File: src/rtl/cpu_pwrdn_pkg.sv
package cpu_pwrdn_pkg;

  localparam int unsigned CSR_W    = 32;
  localparam int unsigned PD_LSB   = 10;
  localparam int unsigned PD_W     = 6;
  localparam int unsigned GIE_POS  = 0;
  localparam int unsigned PGIE_POS = 1;

  localparam logic [PD_W-1:0] PD_CODE_NONE     = 6'b000000;
  localparam logic [PD_W-1:0] PD_CODE_LITE_EN  = 6'b001001;
  localparam logic [PD_W-1:0] PD_CODE_LITE_ANY = 6'b010001;
  localparam logic [PD_W-1:0] PD_CODE_DEEP2    = 6'b011010;
  localparam logic [PD_W-1:0] PD_CODE_DEEP3    = 6'b011100;

  typedef enum logic [2:0] {
    PDM_RUN      = 3'd0,
    PDM_LITE_EN  = 3'd1,
    PDM_LITE_ANY = 3'd2,
    PDM_DEEP2    = 3'd3,
    PDM_DEEP3    = 3'd4
  } pd_mode_e;

  // Reserved codes fall back to run
  function automatic pd_mode_e pd_decode(input logic [PD_W-1:0] field);
    pd_mode_e m;
    case (field)
      PD_CODE_LITE_EN:  m = PDM_LITE_EN;
      PD_CODE_LITE_ANY: m = PDM_LITE_ANY;
      PD_CODE_DEEP2:    m = PDM_DEEP2;
      PD_CODE_DEEP3:    m = PDM_DEEP3;
      default:          m = PDM_RUN;
    endcase
    return m;
  endfunction

endpackage

File: src/rtl/cpu_pwrdn_rst_sync.sv
module cpu_pwrdn_rst_sync #(
  parameter int unsigned STAGES = 2
) (
  input  logic clk,
  input  logic rst_n,
  output logic rst_sync_n
);

  logic [STAGES-1:0] sync_q;
  logic [STAGES-1:0] sync_d;

  generate
    if (STAGES == 1) begin : g_one
      always_comb sync_d = 1'b1;
    end else begin : g_chain
      always_comb sync_d = {sync_q[STAGES-2:0], 1'b1};
    end
  endgenerate

  always_ff @(posedge clk or negedge rst_n) begin
    if (!rst_n) sync_q <= '0;
    else        sync_q <= sync_d;
  end

  assign rst_sync_n = sync_q[STAGES-1];

endmodule

File: src/rtl/cpu_pwrdn_csr.sv
module cpu_pwrdn_csr
  import cpu_pwrdn_pkg::*;
(
  input  logic             clk,
  input  logic             rst_n,
  input  logic             wr_en,
  input  logic [CSR_W-1:0] wr_data,
  input  logic             wr_allow,
  input  logic             wake,
  output logic [PD_W-1:0]  pd_field,
  output logic [CSR_W-1:0] rd_data
);

  logic [PD_W-1:0] pd_q, pd_d;
  logic            gie_q, gie_d;
  logic            pgie_q, pgie_d;
  logic            wr_take;
  logic            ld_en;
  logic            unused_wbits;

  assign unused_wbits = ^{wr_data[CSR_W-1:PD_LSB+PD_W], wr_data[PD_LSB-1:PGIE_POS+1]};

  assign wr_take = wr_en & wr_allow;
  assign ld_en   = wake | wr_take;

  // Wake has priority; the core cannot issue a write while stopped
  always_comb begin
    pd_d   = pd_q;
    gie_d  = gie_q;
    pgie_d = pgie_q;
    if (wake) begin
      pd_d = PD_CODE_NONE;
    end else if (wr_take) begin
      pd_d   = wr_data[PD_LSB +: PD_W];
      gie_d  = wr_data[GIE_POS];
      pgie_d = wr_data[PGIE_POS];
    end
  end

  always_ff @(posedge clk or negedge rst_n) begin
    if (!rst_n) begin
      pd_q   <= PD_CODE_NONE;
      gie_q  <= 1'b0;
      pgie_q <= 1'b0;
    end else if (ld_en) begin
      pd_q   <= pd_d;
      gie_q  <= gie_d;
      pgie_q <= pgie_d;
    end
  end

  always_comb begin
    rd_data                   = '0;
    rd_data[PD_LSB +: PD_W]   = pd_q;
    rd_data[GIE_POS]          = gie_q;
    rd_data[PGIE_POS]         = pgie_q;
  end

  assign pd_field = pd_q;

endmodule

File: src/rtl/cpu_pwrdn_mode_dec.sv
module cpu_pwrdn_mode_dec
  import cpu_pwrdn_pkg::*;
(
  input  logic [PD_W-1:0] pd_field,
  output pd_mode_e        mode,
  output logic            core_en,
  output logic            periph_en,
  output logic            wr_allow
);

  logic deep;

  always_comb begin
    mode      = pd_decode(pd_field);
    deep      = (mode == PDM_DEEP2) || (mode == PDM_DEEP3);
    core_en   = (mode == PDM_RUN);
    periph_en = !deep;
    wr_allow  = (mode == PDM_RUN);
  end

endmodule

File: src/rtl/cpu_pwrdn_wake.sv
module cpu_pwrdn_wake
  import cpu_pwrdn_pkg::*;
#(
  parameter int unsigned IRQ_W = 12
) (
  input  pd_mode_e         mode,
  input  logic [IRQ_W-1:0] irq_req,
  input  logic [IRQ_W-1:0] irq_en,
  output logic             wake
);

  logic [IRQ_W-1:0] hit_masked;
  logic             any_masked;
  logic             any_raw;

  generate
    for (genvar i = 0; i < IRQ_W; i++) begin : g_line
      assign hit_masked[i] = irq_req[i] & irq_en[i];
    end
  endgenerate

  assign any_masked = |hit_masked;
  assign any_raw    = |irq_req;

  // Deep modes have no interrupt wake path
  always_comb begin
    case (mode)
      PDM_LITE_EN:  wake = any_masked;
      PDM_LITE_ANY: wake = any_raw;
      default:      wake = 1'b0;
    endcase
  end

endmodule

File: src/rtl/cpu_pwrdn_ctrl.sv
module cpu_pwrdn_ctrl
  import cpu_pwrdn_pkg::*;
#(
  parameter int unsigned IRQ_W     = 12,
  parameter int unsigned RST_STAGE = 2
) (
  input  logic             clk,
  input  logic             rst_n,
  input  logic             csr_we,
  input  logic [31:0]      csr_wdata,
  output logic [31:0]      csr_rdata,
  input  logic [IRQ_W-1:0] irq_req,
  input  logic [IRQ_W-1:0] irq_en,
  output logic             core_clk_en,
  output logic             periph_clk_en,
  output logic             refclk_en,
  output logic [2:0]       pd_mode
);

  logic            rst_core_n;
  logic [PD_W-1:0] pd_field;
  pd_mode_e        mode;
  logic            wr_allow;
  logic            wake;

  cpu_pwrdn_rst_sync #(.STAGES(RST_STAGE)) u_rst_sync (
    .clk        (clk),
    .rst_n      (rst_n),
    .rst_sync_n (rst_core_n)
  );

  cpu_pwrdn_csr u_csr (
    .clk      (clk),
    .rst_n    (rst_core_n),
    .wr_en    (csr_we),
    .wr_data  (csr_wdata),
    .wr_allow (wr_allow),
    .wake     (wake),
    .pd_field (pd_field),
    .rd_data  (csr_rdata)
  );

  cpu_pwrdn_mode_dec u_dec (
    .pd_field  (pd_field),
    .mode      (mode),
    .core_en   (core_clk_en),
    .periph_en (periph_clk_en),
    .wr_allow  (wr_allow)
  );

  cpu_pwrdn_wake #(.IRQ_W(IRQ_W)) u_wake (
    .mode    (mode),
    .irq_req (irq_req),
    .irq_en  (irq_en),
    .wake    (wake)
  );

  assign pd_mode   = mode;
  assign refclk_en = 1'b1;

endmodule

File: config.mk
export PLATFORM = sky130hd
export DESIGN_NAME = cpu_pwrdn_ctrl
export DESIGN_NICKNAME = d
export VERILOG_FILES = /design/src/rtl/cpu_pwrdn_pkg.sv /design/src/rtl/cpu_pwrdn_rst_sync.sv /design/src/rtl/cpu_pwrdn_csr.sv /design/src/rtl/cpu_pwrdn_mode_dec.sv /design/src/rtl/cpu_pwrdn_wake.sv /design/src/rtl/cpu_pwrdn_ctrl.sv
export SDC_FILE = /design/constraint.sdc
export NUM_CORES = 1
export LEC_CHECK = 0
export BUFFER_PORTS_ARGS = -buffer_cell sky130_fd_sc_hd__buf_4
export CAP_MARGIN = 10
export CORE_MARGIN = 4
export CORE_UTILIZATION = 33
export DETAILED_ROUTE_END_ITERATION = 8
export HOLD_SLACK_MARGIN = 0.06
export PLACE_DENSITY = 0.79
export SYNTH_ARGS = -nofsm -noshare
export SYNTH_HDL_FRONTEND = slang
export SYNTH_SLANG_ARGS = --single-unit
export TNS_END_PERCENT = 5
File: constraint.sdc
create_clock -name clk -period 1.55 [get_ports clk]
set_input_delay 0.155 -clock clk [delete_from_list [all_inputs] [get_ports clk]]
set_output_delay 0.155 -clock clk [all_outputs]
set_load 0.05 [all_outputs]
Yosys cells after proc, flatten, opt, wreduce, memory -nomap -nowiden
Cells that the tools add are included.
Widths: inputs -> output; s select.
{"block": "totals", "regBits": 10, "input_bits": 59, "out_inout_bits": 38, "wordCells": 39}
{"block": "op_classes", "eq_ne": 8, "mux": 4, "bitwise": 15, "n_reduce_logical": 8}
{"operator": "$reduce_or 12->1", "n": 2}
{"operator": "$eq 6x5->1 const B", "n": 3}
{"operator": "$and 1x1->1", "n": 13}
{"operator": "$mux 6", "n": 2}
{"operator": "$pmux 3 s4", "n": 1}
{"operator": "$eq 3x2->1 const B", "n": 2}
{"operator": "$eq 6x4->1 const B", "n": 1}
{"operator": "$eq 3x1->1 const B", "n": 1}
{"operator": "$eq 3x3->1 const B", "n": 1}
{"operator": "$logic_not 3->1", "n": 1}
{"operator": "$reduce_and 3->1", "n": 1}
{"operator": "$pmux 1 s2", "n": 1}
{"operator": "$reduce_and 2->1", "n": 1}
{"operator": "$reduce_bool 2->1", "n": 1}
{"operator": "$logic_not 1->1", "n": 1}
{"operator": "$logic_or 1x1->1", "n": 1}
{"operator": "$not 1->1", "n": 1}
{"operator": "$or 1x1->1", "n": 1}

Longest topological paths before layout
{"block": "depth", "ltp_word": 6, "ltp_mapped": 7, "depth_no_buf": 5}

Hierarchy
From an unflattened synthesis, not the netlist that was laid out.
{"block": "unflattened", "cells_unflattened": 102, "hier_area_um2": 960.9}
{"mod": "cpu_pwrdn_csr", "instances": 1, "cells_each": 64, "area_each_um2": 633.1, "seq_area_each_um2": 200.2}
{"mod": "cpu_pwrdn_mode_dec", "instances": 1, "cells_each": 19, "area_each_um2": 137.6, "seq_area_each_um2": 0.0}
{"mod": "cpu_pwrdn_wake", "instances": 1, "cells_each": 14, "area_each_um2": 125.1, "seq_area_each_um2": 0.0}
{"mod": "cpu_pwrdn_rst_sync", "instances": 1, "cells_each": 3, "area_each_um2": 53.8, "seq_area_each_um2": 50.0}
{"mod": "cpu_pwrdn_ctrl", "instances": 1, "cells_each": 2, "area_each_um2": 11.3, "seq_area_each_um2": 0.0}

Least setup slack after synthesis
OpenSTA, ideal clock, no wires.
{"block": "synth_timing", "path_kind": "reg2reg", "start": "register u_csr.pd_q[1] (netlist: u_csr.pd_field[1])", "end": "register u_csr.pd_q[3] (netlist: u_csr.pd_field[3])", "setup_ns": 0.083, "t_arrival_ns": 2.888, "required_ns": 1.467, "path_slack_ns": -1.421, "path_stages_with_launch": 7, "path_buffers": 1, "synth_period_minus_slack_ns": 2.971, "cell_sequence": "dfrtp_1 -> buf_6 -> or3b_1 -> a211oi_1 -> nand3b_2 -> o31ai_2 -> o22ai_1"}
{"block": "synth_via", "elab_chain_len": 6, "elab_cells_between_ends": 14, "cone_classes": "6 x eq/ne; 3 x mux; 2 x bitwise; 3 x reduce/logical"}
{"element": "from (decl)", "line": "cpu_pwrdn_csr.sv:14", "text": "logic [PD_W-1:0] pd_q, pd_d;"}
{"element": "from (signal assigned)", "line": "cpu_pwrdn_csr.sv:46", "text": "pd_q <= pd_d;"}
{"element": "$eq 6x5->1 / $eq 6x4->1 (equally long branches)", "line": "cpu_pwrdn_pkg.sv:26", "text": "case (field)"}
{"element": "$pmux 3 s4 *", "line": "cpu_pwrdn_pkg.sv:26"}
{"element": "via pd_mode[0]", "line": "cpu_pwrdn_ctrl.sv:17", "text": "output logic [2:0] pd_mode"}
{"element": "$eq 3x2->1 (tied with other cells)", "line": "cpu_pwrdn_wake.sv:27", "text": "case (mode)"}
{"element": "$pmux 1 s2 / $and 1x1->1 (equally long branches)", "line": "cpu_pwrdn_wake.sv:27, cpu_pwrdn_csr.sv:23"}
{"element": "$reduce_bool 2->1 (no line) / $or 1x1->1 (equally long branches)"}
{"element": "$reduce_and 2->1 (no line)"}
The timed path passes the listed nets; every way through them passes the cells marked *.
A chain may end at the register's enable or synchronous reset.

Final worst setup path
{"block": "layout_timing", "start": "register u_csr.pd_q[1] (netlist: u_csr.pd_field[1])", "end": "output pd_mode[1]"}
{"block": "layout_via", "elab_chain_len": 2, "elab_cells_between_ends": 5, "cone_classes": "4 x eq/ne; 1 x mux"}
{"element": "$eq 6x5->1 / $eq 6x4->1 (equally long branches)", "line": "cpu_pwrdn_pkg.sv:26"}
{"element": "$pmux 3 s4 *", "line": "cpu_pwrdn_pkg.sv:26"}
{"element": "to (decl)", "line": "cpu_pwrdn_ctrl.sv:17"}
Mark *: on every way between the ends. The rest lies on a longest branch, timed or not.

==> run_results.csv <==
group,metric,value,unit
clock_network,clockRootBuffer,"clkbuf_4",
critical_path,worstRegToRegCells,4,
timing,fin_crit_sh,1.165,
critical_path,r2r_end,"u_csr.pd_field[3]$_DFFE_PN0P_",
critical_path,path_max_fanout,6,
power,p_leak,0.6595,nW
timing,finalCriticalPeriod,1.805,ns
timing,finClkSkew,0.005425,ns
place,port_buffers,47,
floorplan,die_y,58.48,um
floorplan,io_pins,97,
clock_network,cts.path.max_buffers,2,
cells_and_area,drive_gt1_frac,0.5986,
power,powerDensity,900.1,nW/um^2
synth,synth_xor_area_frac,0.02083,
synth,synth-compound-area-share,0.1548,
global_route,antenna_found_initial,0,
synth,synthMuxAreaShare,0.06696,
timing,rsz0062_at_grt,"true",
cells_and_area,antenna_cells,0,
place,post-dp-hpwl,1919,um
drt,avgViaCountPerCell,4.621,
critical_path,r2r-start,"u_csr.pd_field[1]$_DFFE_PN0P_",
global_route,grt_util_all_layers,0.1347,
job,cap_violations,0,
timing,worst_slack,-0.2550,ns
drt,drc,0,
clock_network,cts_buffers,3,
critical_path,crit_required,1.39,ns
outcome,status,"finished with violations",
synth,yosysSeqAreaShare,0.2976,
timing,setup_tns,-1.491,ns
floorplan,row_count,18,
synth,synth_area_leaders,"dfrtp_1 30%, buf_4 24%, mux2_2 6.7%",
power,power_frac_seq,0.283,
power,ir_drop,0.7140,mV
outcome,violations,"setup timing",
cells_and_area,layoutNonFillerInstCount,177,
clock_network,path_clk_slew,0.07,ns
synth,synthSimpleGateAreaFrac,0.1726,
cells_and_area,nNetsFinal,207,
clock_network,cts_tree,"done",
global_route,grt_max_degree,9,
drt,ant_nets,0,
timing,setup_viol,13,
critical_path,crit_family,"flip-flops",
synth,synth_top_family_by_area,"buffers and inverters",
synth,avgSynthCellArea,9.892,sq um
synth,ys_ff_latch,10,
critical_path,crit_path_end_kind,"output port",
power,p_sw,0.0005280,W
timing,fmax,0.5540,GHz
critical_path,critPathKind,"flop to output port",
cells_and_area,syn2layout_area_growth,59.52,%
cells_and_area,final_cell_mix,"56 x buf_4, 26 x conb_1, 6 x buf_6, 6 x dfrtp_1, 5 x mux2_2",
power,switching_share,0.4373,
global_route,overflow,0,
place,placed_cells,169,
critical_path,slowest_stage,"dfrtp_2",
synth,netlist_area,840.8,sq um
clock_network,cts.sinks,10,
global_route,grt_pass1_wl,3553,um
critical_path,cp_slowest_stage_delay,0.44,ns
floorplan,die-area,3419,sq um
drt,firstDrtPassIters,4,
drt,routed_wl,2297,um
timing,slew_viol_final,0,
floorplan,initial_core_util,0.3425,
critical_path,worst-r2r-setup-slack,-0.21,ns
synth,ys.warnings.count,0,
power,p_int,0.0006793,W
drt,vias,818,
cells_and_area,final_common_cell,"buf_4",
critical_path,worstPathArrival,1.65,ns
min_path,hp-class,"flop to async pin",
power,pwr-share-comb,0.527,
synth,synth_top_area_frac,0.2976,
critical_path,crit_buf_inv,1,
clock_network,htree_levels,1,
drt,wl_per_cell,12.98,um
synth,synthAdderAreaFrac,0,
place,gp_congestion,0.7788,
timing,finalHoldViolations,0,
synth,synth_cells,85,
clock_network,clock_latency,0.26,ns
floorplan,die_x,58.48,um
synth,synth_largest_area_cell,"dfrtp_1",
synth,synth.distinct_cells,29,
power,p_clk_frac,0.190,
drt,drtIter0Drc,13,
global_route,grt_pass1_vias,822,
critical_path,critPathLaunchType,"flop",
floorplan,core_region_area,2455,sq um
critical_path,crit_chain,"or3b_4 -> a2111oi_4 -> buf_6",
[Yosys cell counts]
| library cell | instances |
|---|---|
| buf_4 | 27 |
| dfrtp_1 | 10 |
| mux2_2 | 5 |
| inv_1 | 4 |
| nand2_1 | 4 |
| a221oi_1 | 3 |
| a22o_1 | 3 |
| nor4_1 | 3 |
| conb_1 | 2 |
| nand3_1 | 2 |
| nand3b_1 | 2 |
| o22ai_1 | 2 |
| xor2_1 | 2 |
| a2111oi_4 | 1 |
| a211oi_1 | 1 |
| a22oi_2 | 1 |
| and3_2 | 1 |
| and3b_2 | 1 |
| and4bb_2 | 1 |
| buf_2 | 1 |
| buf_6 | 1 |
| nand2b_1 | 1 |
| nand3b_2 | 1 |
| nor4b_1 | 1 |
| o21ai_1 | 1 |
| o31ai_2 | 1 |
| or3b_1 | 1 |
| or3b_4 | 1 |
| or4b_2 | 1 |
[per-layer routing]
metal / vias up / GRT usage / wire (um)
li1: 378 / - / -
met1: 378 / 0.1429 / 746
met2: 60 / 0.2440 / 1140
met3: 2 / 0.04386 / 387
met4: 0 / 0.05298 / 23
met5: - / 0 / 0
[logic make-up (layout without fill, tap and decap cells)]
family	Yosys count	in the layout
DFF	10	10
other	2	26
muxes	5	5
and+or+nand+nor	20	20
buffers and inverters	33	71
xor gates and xnor gates	2	2
AOI/OAI and AO/OA	13	13
[power by group through the flow]
stage	Sequential (W)	Combinational, W	Clock (W)
after global placement	0.000338	0.000598	0
after floorplan	0.000423	0.000373	0
after CTS	0.000340	0.000637	0.000238
after detailed placement	0.000341	0.000605	0
after global routing	0.000349	0.000671	0.000254
final	0.000341	0.000636	0.000230
[cell type report]
class                      count  area [sq um]
multi-input combinational     66         499.2
tap                           30         37.54
clock buffer                   4         36.28
inverter                       4         15.01
fill                         222          1114
timing repair buffer          63         498.0
sequential                    10         255.2
[per-stage QoR]
step / total power (W) / hold WS [ns] / setup slack [ns] / util / area, sq um
CTS: 0.001215 / 0.1219 / -0.3193 / 0.5464 / 1341
detailed placement: 0.0009460 / -0.06052 / -0.1284 / 0.5015 / 1231
global route: 0.001274 / 0.1159 / -0.3216 / 0.5464 / 1341
global placement: 0.0009354 / -0.06205 / -0.1272 / 0.5015 / 1231
finish: 0.001207 / 0.1274 / -0.2550 / 0.5464 / 1341
floorplan: 0.0007959 / -0.1406 / -0.7545 / - / 969.7
[worst max path at each step]
stage,start,endpoint,slack [ns],cells past startpoint
global route,u_csr.pd_field[1]$_DFFE_PN0P_,pd_mode[1],-0.32,3
floorplan,u_csr.pd_field[1]$_DFFE_PN0P_,u_csr.pd_field[0]$_DFFE_PN0P_,-0.75,6
global placement,u_csr.pd_field[1]$_DFFE_PN0P_,u_csr.pd_field[3]$_DFFE_PN0P_,-0.13,5
finish,u_csr.pd_field[1]$_DFFE_PN0P_,pd_mode[1],-0.26,3
detailed placement,u_csr.pd_field[1]$_DFFE_PN0P_,u_csr.pd_field[3]$_DFFE_PN0P_,-0.13,5
CTS,u_csr.pd_field[1]$_DFFE_PN0P_,pd_mode[1],-0.32,3
[worst reg2reg max path, delay by kind of cell, from the launching register on]
family / cells / cell delay (ns)
AND/OR/NAND/NOR: 1 / 0.71
flip-flops: 1 / 0.44
buffers and inverters: 1 / 0.15
AO/OA/AOI/OAI: 2 / 0.34
[sequential cells by signal, summed over array words and instances, names as in the netlist]
| register | count |
|---|---|
| u_csr.pgie_q | 1 |
| u_csr.gie_q | 1 |
| u_csr.pd_field | 6 |
| u_rst_sync.sync_q | 2 |
[timing repair]
item / CTS / global route
pin swaps: 3 / 2
hold buffers: 1 / 0
buffers inserted: 3 / 0
resized for setup: 10 / 0
hold endpoints to repair: 2 / 0
setup endpoints to repair: 13 / 13
Power figures use the tool's default switching activity.
